==> src/rtl/instr_dec_pkg.sv <==
package instr_dec_pkg;

    localparam int INSTR_W = 32;
    localparam int OP_W    = 6;
    localparam int REG_W   = 5;
    localparam int D_W     = 16;
    localparam int XLEN    = 32;
    localparam int ALU_N   = 16;
    localparam int ALU_SEL_W = $clog2(ALU_N);

    // Operation codes whose position matters to the decode.
    localparam logic [OP_W-1:0] OPC_NOP_A     = 6'd0;
    localparam logic [OP_W-1:0] OPC_LD_ABS    = 6'd1;
    localparam logic [OP_W-1:0] OPC_LD_DISP   = 6'd2;
    localparam logic [OP_W-1:0] OPC_ST_ABS    = 6'd3;
    localparam logic [OP_W-1:0] OPC_ST_DISP   = 6'd4;
    localparam logic [OP_W-1:0] OPC_NOP_B     = 6'd5;
    localparam logic [OP_W-1:0] OPC_JUMP      = 6'd6;
    localparam logic [OP_W-1:0] OPC_JLINK     = 6'd7;
    localparam logic [OP_W-1:0] OPC_JNZ       = 6'd8;
    localparam logic [OP_W-1:0] OPC_JZ        = 6'd9;
    localparam logic [OP_W-1:0] OPC_ALU_IMM0  = 6'd10;
    localparam logic [OP_W-1:0] OPC_ALU_REG0  = 6'd32;
    localparam logic [OP_W-1:0] OPC_LD_IDX    = 6'd48;
    localparam logic [OP_W-1:0] OPC_ST_IDX    = 6'd49;
    localparam logic [OP_W-1:0] OPC_RETURN    = 6'd50;
    localparam logic [OP_W-1:0] OPC_TRAP      = 6'd51;
    localparam logic [OP_W-1:0] OPC_PUSH      = 6'd52;
    localparam logic [OP_W-1:0] OPC_POP       = 6'd53;

    typedef enum logic [ALU_SEL_W-1:0] {
        ALU_ADD, ALU_SUB, ALU_MUL, ALU_DIV,
        ALU_AND, ALU_OR,  ALU_XOR, ALU_EQ,
        ALU_NE,  ALU_LT,  ALU_LE,  ALU_GT,
        ALU_GE,  ALU_SHL, ALU_SHR, ALU_MOD
    } alu_op_e;

    typedef enum logic [1:0] {
        AM_NONE, AM_ABS, AM_DISP, AM_INDEX
    } addr_mode_e;

    typedef enum logic [2:0] {
        JK_NONE, JK_ALWAYS, JK_LINK, JK_IF_NZ, JK_IF_Z, JK_RETURN
    } jump_kind_e;

    typedef enum logic [1:0] {
        SK_NONE, SK_PUSH, SK_POP
    } stack_op_e;

    typedef enum logic [3:0] {
        GRP_NOP, GRP_LOAD, GRP_STORE, GRP_JUMP, GRP_ALU_IMM,
        GRP_ALU_REG, GRP_TRAP, GRP_STACK, GRP_BAD
    } op_group_e;

    typedef struct packed {
        alu_op_e    alu_op;
        logic       alu_valid;
        logic       opb_imm;
        logic       reg_we;
        logic       mem_rd;
        logic       mem_wr;
        addr_mode_e addr_mode;
        jump_kind_e jump_kind;
        stack_op_e  stack_op;
        logic       is_trap;
        logic       illegal;
    } ctrl_t;

endpackage

==> src/rtl/instr_fields.sv <==
module instr_fields
    import instr_dec_pkg::*;
#(
    parameter int IW = INSTR_W,
    parameter int OW = OP_W,
    parameter int RW = REG_W,
    parameter int DW = D_W,
    parameter int XW = XLEN
) (
    input  logic [IW-1:0] instr,
    output logic [OW-1:0] opcode,
    output logic [RW-1:0] rd_idx,
    output logic [RW-1:0] rs_idx,
    output logic [RW-1:0] rt_idx,
    output logic [XW-1:0] imm_sext
);
    localparam int OP_LSB = IW - OW;
    localparam int RD_LSB = OP_LSB - RW;
    localparam int RS_LSB = RD_LSB - RW;

    logic [DW-1:0] dfield;

    assign opcode = instr[IW-1:OP_LSB];
    assign rd_idx = instr[OP_LSB-1:RD_LSB];
    assign rs_idx = instr[RD_LSB-1:RS_LSB];
    assign dfield = instr[DW-1:0];
    assign rt_idx = dfield[RW-1:0];

    generate
        if (XW > DW) begin : g_ext
            assign imm_sext = {{(XW-DW){dfield[DW-1]}}, dfield};
        end else begin : g_trunc
            assign imm_sext = dfield[XW-1:0];
        end
    endgenerate

endmodule

==> src/rtl/op_classifier.sv <==
module op_classifier
    import instr_dec_pkg::*;
#(
    parameter int OW       = OP_W,
    parameter int IMM_BASE = 10,
    parameter int REG_BASE = 32,
    parameter int N_ALU    = ALU_N
) (
    input  logic [OW-1:0]        opcode,
    output op_group_e            group,
    output logic [ALU_SEL_W-1:0] alu_idx
);
    localparam int IMM_LAST = IMM_BASE + N_ALU - 1;
    localparam int REG_LAST = REG_BASE + N_ALU - 1;

    logic [OW-1:0] off_imm;
    logic [OW-1:0] off_reg;
    logic          in_imm;
    logic          in_reg;

    assign in_imm  = (int'(opcode) >= IMM_BASE) && (int'(opcode) <= IMM_LAST);
    assign in_reg  = (int'(opcode) >= REG_BASE) && (int'(opcode) <= REG_LAST);
    assign off_imm = opcode - OW'(IMM_BASE);
    assign off_reg = opcode - OW'(REG_BASE);

    always_comb begin
        alu_idx = '0;
        if (in_imm) begin
            group   = GRP_ALU_IMM;
            alu_idx = off_imm[ALU_SEL_W-1:0];
        end else if (in_reg) begin
            group   = GRP_ALU_REG;
            alu_idx = off_reg[ALU_SEL_W-1:0];
        end else begin
            unique case (opcode)
                OPC_NOP_A, OPC_NOP_B:                group = GRP_NOP;
                OPC_LD_ABS, OPC_LD_DISP, OPC_LD_IDX: group = GRP_LOAD;
                OPC_ST_ABS, OPC_ST_DISP, OPC_ST_IDX: group = GRP_STORE;
                OPC_JUMP, OPC_JLINK, OPC_JNZ, OPC_JZ,
                OPC_RETURN:                          group = GRP_JUMP;
                OPC_TRAP:                            group = GRP_TRAP;
                OPC_PUSH, OPC_POP:                   group = GRP_STACK;
                default:                             group = GRP_BAD;
            endcase
        end
    end

endmodule

==> src/rtl/ctrl_gen.sv <==
module ctrl_gen
    import instr_dec_pkg::*;
#(
    parameter int OW = OP_W
) (
    input  op_group_e            group,
    input  logic [OW-1:0]        opcode,
    input  logic [ALU_SEL_W-1:0] alu_idx,
    output ctrl_t                ctrl
);
    always_comb begin
        ctrl = '0;
        unique case (group)
            GRP_NOP: begin
            end
            GRP_ALU_IMM: begin
                ctrl.alu_valid = 1'b1;
                ctrl.opb_imm   = 1'b1;
                ctrl.reg_we    = 1'b1;
                ctrl.alu_op    = alu_op_e'(alu_idx);
            end
            GRP_ALU_REG: begin
                ctrl.alu_valid = 1'b1;
                ctrl.reg_we    = 1'b1;
                ctrl.alu_op    = alu_op_e'(alu_idx);
            end
            GRP_LOAD: begin
                ctrl.mem_rd = 1'b1;
                ctrl.reg_we = 1'b1;
                unique case (opcode)
                    OPC_LD_ABS:  ctrl.addr_mode = AM_ABS;
                    OPC_LD_DISP: ctrl.addr_mode = AM_DISP;
                    default:     ctrl.addr_mode = AM_INDEX;
                endcase
            end
            GRP_STORE: begin
                ctrl.mem_wr = 1'b1;
                unique case (opcode)
                    OPC_ST_ABS:  ctrl.addr_mode = AM_ABS;
                    OPC_ST_DISP: ctrl.addr_mode = AM_DISP;
                    default:     ctrl.addr_mode = AM_INDEX;
                endcase
            end
            GRP_JUMP: begin
                unique case (opcode)
                    OPC_JUMP:  ctrl.jump_kind = JK_ALWAYS;
                    OPC_JLINK: begin
                        ctrl.jump_kind = JK_LINK;
                        ctrl.reg_we    = 1'b1;
                    end
                    OPC_JNZ:   ctrl.jump_kind = JK_IF_NZ;
                    OPC_JZ:    ctrl.jump_kind = JK_IF_Z;
                    default:   ctrl.jump_kind = JK_RETURN;
                endcase
            end
            GRP_TRAP: begin
                ctrl.is_trap = 1'b1;
            end
            GRP_STACK: begin
                ctrl.reg_we = 1'b1;
                if (opcode == OPC_PUSH) begin
                    ctrl.stack_op = SK_PUSH;
                    ctrl.mem_wr   = 1'b1;
                end else begin
                    ctrl.stack_op = SK_POP;
                    ctrl.mem_rd   = 1'b1;
                end
            end
            default: begin
                ctrl.illegal = 1'b1;
            end
        endcase
    end

endmodule

==> src/rtl/instr_decoder.sv <==
module instr_decoder
    import instr_dec_pkg::*;
(
    input  logic [31:0] instr,
    output logic [4:0]  rd_idx,
    output logic [4:0]  rs_idx,
    output logic [4:0]  rt_idx,
    output logic [31:0] imm_sext,
    output logic [3:0]  alu_op,
    output logic        alu_valid,
    output logic        opb_imm,
    output logic        reg_we,
    output logic        mem_rd,
    output logic        mem_wr,
    output logic [1:0]  addr_mode,
    output logic [2:0]  jump_kind,
    output logic [1:0]  stack_op,
    output logic        is_trap,
    output logic        illegal
);
    logic [OP_W-1:0]      opcode;
    op_group_e            group;
    logic [ALU_SEL_W-1:0] alu_idx;
    ctrl_t                ctrl;

    instr_fields #(
        .IW(INSTR_W), .OW(OP_W), .RW(REG_W), .DW(D_W), .XW(XLEN)
    ) u_fields (
        .instr    (instr),
        .opcode   (opcode),
        .rd_idx   (rd_idx),
        .rs_idx   (rs_idx),
        .rt_idx   (rt_idx),
        .imm_sext (imm_sext)
    );

    op_classifier #(
        .OW(OP_W), .IMM_BASE(int'(OPC_ALU_IMM0)),
        .REG_BASE(int'(OPC_ALU_REG0)), .N_ALU(ALU_N)
    ) u_class (
        .opcode  (opcode),
        .group   (group),
        .alu_idx (alu_idx)
    );

    ctrl_gen #(.OW(OP_W)) u_ctrl (
        .group   (group),
        .opcode  (opcode),
        .alu_idx (alu_idx),
        .ctrl    (ctrl)
    );

    assign alu_op    = ctrl.alu_op;
    assign alu_valid = ctrl.alu_valid;
    assign opb_imm   = ctrl.opb_imm;
    assign reg_we    = ctrl.reg_we;
    assign mem_rd    = ctrl.mem_rd;
    assign mem_wr    = ctrl.mem_wr;
    assign addr_mode = ctrl.addr_mode;
    assign jump_kind = ctrl.jump_kind;
    assign stack_op  = ctrl.stack_op;
    assign is_trap   = ctrl.is_trap;
    assign illegal   = ctrl.illegal;

endmodule

==> config.mk <==
export PLATFORM = sky130hd
export DESIGN_NAME = instr_decoder
export DESIGN_NICKNAME = d
export VERILOG_FILES = /design/src/rtl/instr_dec_pkg.sv /design/src/rtl/instr_fields.sv /design/src/rtl/op_classifier.sv /design/src/rtl/ctrl_gen.sv /design/src/rtl/instr_decoder.sv
export SDC_FILE = /design/constraint.sdc
export NUM_CORES = 1
export LEC_CHECK = 0
export ABC_AREA = 1
export BUFFER_PORTS_ARGS = -buffer_cell sky130_fd_sc_hd__buf_2
export CORE_MARGIN = 4
export CORE_UTILIZATION = 41
export DETAILED_ROUTE_END_ITERATION = 10
export PLACE_DENSITY = 0.85
export RECOVER_POWER = 50
export SETUP_SLACK_MARGIN = 0.3
export SLEW_MARGIN = 0
export SYNTH_ARGS = -nofsm -noshare
export SYNTH_HDL_FRONTEND = slang
export SYNTH_HIERARCHICAL = 1
export SYNTH_SLANG_ARGS = --single-unit
export TNS_END_PERCENT = 30
==> constraint.sdc <==
create_clock -name vclk -period 2.2
set_input_delay 0.22 -clock vclk [all_inputs]
set_output_delay 0.22 -clock vclk [all_outputs]
set_load 0.02 [all_outputs]
==> results of run 1 <==
==> layer usage <==
layer	wire length, um	global-route usage, %	vias to the layer above
li1	-	-	544
met1	1100	18.5	479
met2	1530	25.6	64
met3	250	3.40	10
met4	58	2.48	0
met5	0	0	-
==> kinds of logic after synthesis <==
family,count (synthesis),share of synthesized area [%]
adders and majority gates,8,8.78
and+or+nand+nor,110,42.3
buffers and inverters,92,47.7
AOI/OAI and AO/OA,2,1.21
==> cells in the mapped netlist <==
master	instances	area, sq um
ha_1	8	100
nor2_1	31	116
nand2_2	3	18.8
nor2_4	1	11.3
a21oi_2	1	8.76
nand2_4	1	11.3
nor2_2	2	12.5
inv_2	2	7.51
a21oi_1	1	5.00
nand3_1	18	90.1
nand2_1	51	191
clkbuf_1	1	3.75
nand3_2	3	30.0
inv_1	36	135
buf_4	53	398
==> worst max path at each step <==
stage                     startpoint      endpoint  slack (ns)
final                      instr[27]  jump_kind[2]        0.29
after global routing       instr[27]  jump_kind[2]        0.21
after CTS                  instr[26]  jump_kind[2]        0.30
after detailed placement   instr[26]  jump_kind[1]        0.09
after global placement     instr[26]  jump_kind[1]        0.12
after floorplan            instr[27]     alu_op[0]        0.26
==> repair_timing <==
action	CTS	global route
gates resized for setup	53	36
hold buffers	0	0
setup endpoints to repair	16	17
pin swaps	18	17
setup buffers	4	5
gates cloned	0	0
==> worst max-delay path: cells and delay by family <==
family / cells / cell delay, ns
adders and majority gates: 2 / 0.30
buffers and inverters: 5 / 0.46
and+or+nand+nor: 8 / 0.72
==> where the power goes <==
part | switching, uW | internal (uW)
clock | 0 | 0
combinational | 175 | 110
sequential | 0 | 0
==> metrics by stage <==
stage	util [%]	hold WS [ns]	total power [uW]	instances	cell area, sq um
finish	50.6	0.440	284	226	1300
global route	50.6	0.440	309	226	1300
CTS	43.6	0.440	233	221	1120
detailed placement	36.5	0.440	189	217	938
global placement	36.5	0.440	186	217	938
floorplan	-	0.553	267	212	1140
==> layout make-up <==
class	instances	area (sq um)
multi-input combinational	120	795
tap	30	37.5
inverter	38	160
fill	259	1270
timing repair buffer	38	308
==> impl_metrics.ini, run 1 <==
[grt]
grt_max_degree = 18
grt_pass1_wl_um = 4360
antenna_found_initial = 0
grt_pass1_vias = 999
track_usage_pct = 14.6
grt_overflow = 0

[drt]
detail_route.wl_per_cell_um = 13.0
ant_nets = 0
route.detailed.drc = 0
via_per_inst = 4.85
firstDrtPassIters = 5
drtIter0Drc = 52
num_vias = 1097
drt-total-wl_um = 2940

[die]
rows = 18
die_h_um = 60.7
coreArea_sq_um = 2570
die-area_sq_um = 3690
num_io_pins = 97
die_x_um = 60.7
start_util_pct = 44.4

[sta]
period_needed_ns = 1.91
setup-violations-final = 0
slew_violations = 0
tns_ns = 0
maxSlewHeadroom_pct = 83.0
max_freq_ghz = 0.525
fin_ws_ns = 0.295
worstMarginPinSlew_ns = 0.254
rsz0062_at_grt = yes
hold_viol = 0
period_share_pct = 86.6

[synth]
synthCells = 212
synth_area_per_cell_sq_um = 5.38
yosysWarnings = 6
syn-num-nets = 252
synth_seq_area_share_pct = 0
syn_area_sq_um = 1140
synth.distinct_cells = 15

[critical_path]
crit_path_top_delay_cell = ha_2
crit_path_cell_trace = buf_8, inv_8, ha_4, inv_2, ha_2, nor2_1, nand2_1, nand3_1, nor2_2, inv_2, nand2_4, nor2_4, nand2_2, nor2_2, buf_6
cp-start-kind = input port
required_ns = 1.98
crit_fanout = 4
cp-end-kind = output port
slowest_delay_ns = 0.16
cp.arrival_ns = 1.69
worstSetupPathType = in2out

[cells_and_area]
clock_buffers = 0
ff_latch_area_sq_um = 0
layout_common_cells = nand2_1, inv_1, nor2_1, buf_4, nand3_1
layout-drive-gt1-share_pct = 47.4
nNetsFinal = 238
design.seq.count = 0
final_common_cell = nand2_1
n_antenna_cell = 0
syn_to_final_growth_pct = 14.1

[place]
pre_cts_ws_ns = 0.0865
place_congestion = 1.01
port_buffers = 24
place_hpwl_um = 1790

[power]
max-vdd-ir-drop_mv = 0.129
p_leak_uw = 0.000725
power.density_nw_per_um2 = 219

[worst_hold_path]
hold_start = instr[12]
hold_class = in2out
min_delay_path_depth = 0
hold_path_end = imm_sext[12]

[status]
status = completed

[run]
drv_cap = 0
No activity file was read; power rests on OpenSTA's default activity.
==> inputs of run 2 (changes only) <==
- BUFFER_PORTS_ARGS: -buffer_cell sky130_fd_sc_hd__buf_2 -> unset
- CORE_UTILIZATION: 41 -> 45
- DONT_BUFFER_PORTS: unset -> 1
- PLACE_DENSITY: 0.85 -> unset
- clock period: 2.2 -> 1.5 ns (I/O delays scaled with it)
==> run 2 against run 1 <==
Compared with the run above: the run now ends with setup timing left; worst hold slack got worse by 0.14 ns; die area shrank 7.7%; largest power group unchanged; final cell count fell by 12%; critical path depth is 2 lower; global-route usage grew 1.3 points; worst setup slack worse by 0.31 ns.
==> impl_metrics.ini, run 2 (synthesis results as in run 1) <==
[die]
die_x_um = 58.3
coreArea_sq_um = 2320
die_h_um = 58.3
die-area_sq_um = 3400
num_io_pins = 97
rows = 17
start_util_pct = 49.2

[cells_and_area]
final_common_cell = nand2_1
fin_area_sq_um = 1250
layout_common_cells = nand2_1, inv_1, nor2_1, nor2_4, nand3_1
clock_buffers = 0
ff_latch_area_sq_um = 0
nNetsFinal = 214
layout-drive-gt1-share_pct = 48.3
design.seq.count = 0
n_antenna_cell = 0
syn_to_final_growth_pct = 10.1

[grt]
antenna_found_initial = 0
grt_overflow = 0
track_usage_pct = 16.0
grt_max_degree = 18
grt_pass1_vias = 971
grt_pass1_wl_um = 4500

[place]
post_dp_cell_area_sq_um = 988
port_buffers = 0
place_congestion = 0.882
place_hpwl_um = 2020

[drt]
route.detailed.drc = 0
detail_route.wl_per_cell_um = 13.6
num_vias = 984
drtIter0Drc = 19
firstDrtPassIters = 4
via_per_inst = 4.92
ant_nets = 0
drt-total-wl_um = 2720

[status]
violations = setup timing
status = finished with violations

[critical_path]
cp-end-kind = output port
crit_top_cell = nor2_4
cp.arrival_ns = 1.37
slowest_delay_ns = 0.16
crit_fanout = 12
required_ns = 1.35
cp-start-kind = input port
crit_path_cell_trace = inv_16, ha_4, inv_2, ha_4, nor2_2, nand2_1, nand3_2, nor2_4, inv_2, nand2_4, nor2_4, nand2_2, nor2_4
crit_path_top_delay_cell = nor2_4
worstSetupPathType = in2out

[power]
power.density_nw_per_um2 = 312
max-vdd-ir-drop_mv = 0.185
p_leak_uw = 0.000617

[sta]
rsz0062_at_grt = yes
tns_ns = -0.0414
hold_viol = 0
fin_ws_ns = -0.0169
period_needed_ns = 1.52
max_freq_ghz = 0.659
worstMarginPinSlew_ns = 0.249
maxSlewHeadroom_pct = 83.3
setup-violations-final = 4
slew_violations = 0
period_share_pct = 101

[run]
drv_cap = 0

[worst_hold_path]
hold_class = in2out
[run 2: final timing paths]
path	startpoint	endpoint	slack (ns)	cells past startpoint
setup / recovery	instr[27]	jump_kind[2]	-0.02	13
hold / removal	instr[13]	imm_sext[13]	0.30	0
[run 2: power by group]
group | internal, uW | total, uW | switching [uW]
sequential | 0 | 0 | 0
clock | 0 | 0 | 0
combinational | 146 | 391 | 245
[run 2: final cells by class]
| class | instances | area, sq um |
|---|---|---|
| Fill cell | 232 | 1060 |
| Inverter | 38 | 190 |
| Multi-Input combinational cell | 120 | 917 |
| Tap cell | 28 | 35.0 |
| Timing Repair Buffer | 14 | 113 |
[run 2: what timing repair did]
| item | 4_1_cts | 5_1_grt |
|---|---|---|
| endpoints found under the setup margin | 18 | 18 |
| gates resized for setup | 38 | 21 |
| hold buffers | 0 | 0 |
| pin swaps | 31 | 17 |
| buffers inserted | 5 | 0 |
[run 2: worst max-delay path, delay by kind of cell]
kind                       cells  cell delay [ns]
and+or+nand+nor                8             0.74
buffers and inverters          3             0.19
adders and majority gates      2             0.27
[run 2: routing by layer]
| metal | global-route usage [%] | vias up | wire [um] |
|---|---|---|---|
| met1 | 19.9 | 431 | 1020 |
| met3 | 3.73 | 20 | 307 |
| met2 | 26.2 | 37 | 1300 |
| li1 | - | 496 | - |
| met5 | 0 | - | 0 |
| met4 | 6.62 | 0 | 98 |
[run 2: stage by stage]
stage | setup slack [ns] | power (uW) | hold slack, ns | utilization [%] | std cells
final | -0.0169 | 391 | 0.300 | 54.1 | 200
after global routing | -0.0980 | 429 | 0.300 | 54.1 | 200
after CTS | -0.00207 | 357 | 0.300 | 50.1 | 200
after detailed placement | -0.0637 | 285 | 0.300 | 42.6 | 195
after global placement | -0.0522 | 282 | 0.300 | 42.6 | 195
after floorplan | -0.0590 | 452 | 0.413 | - | 212
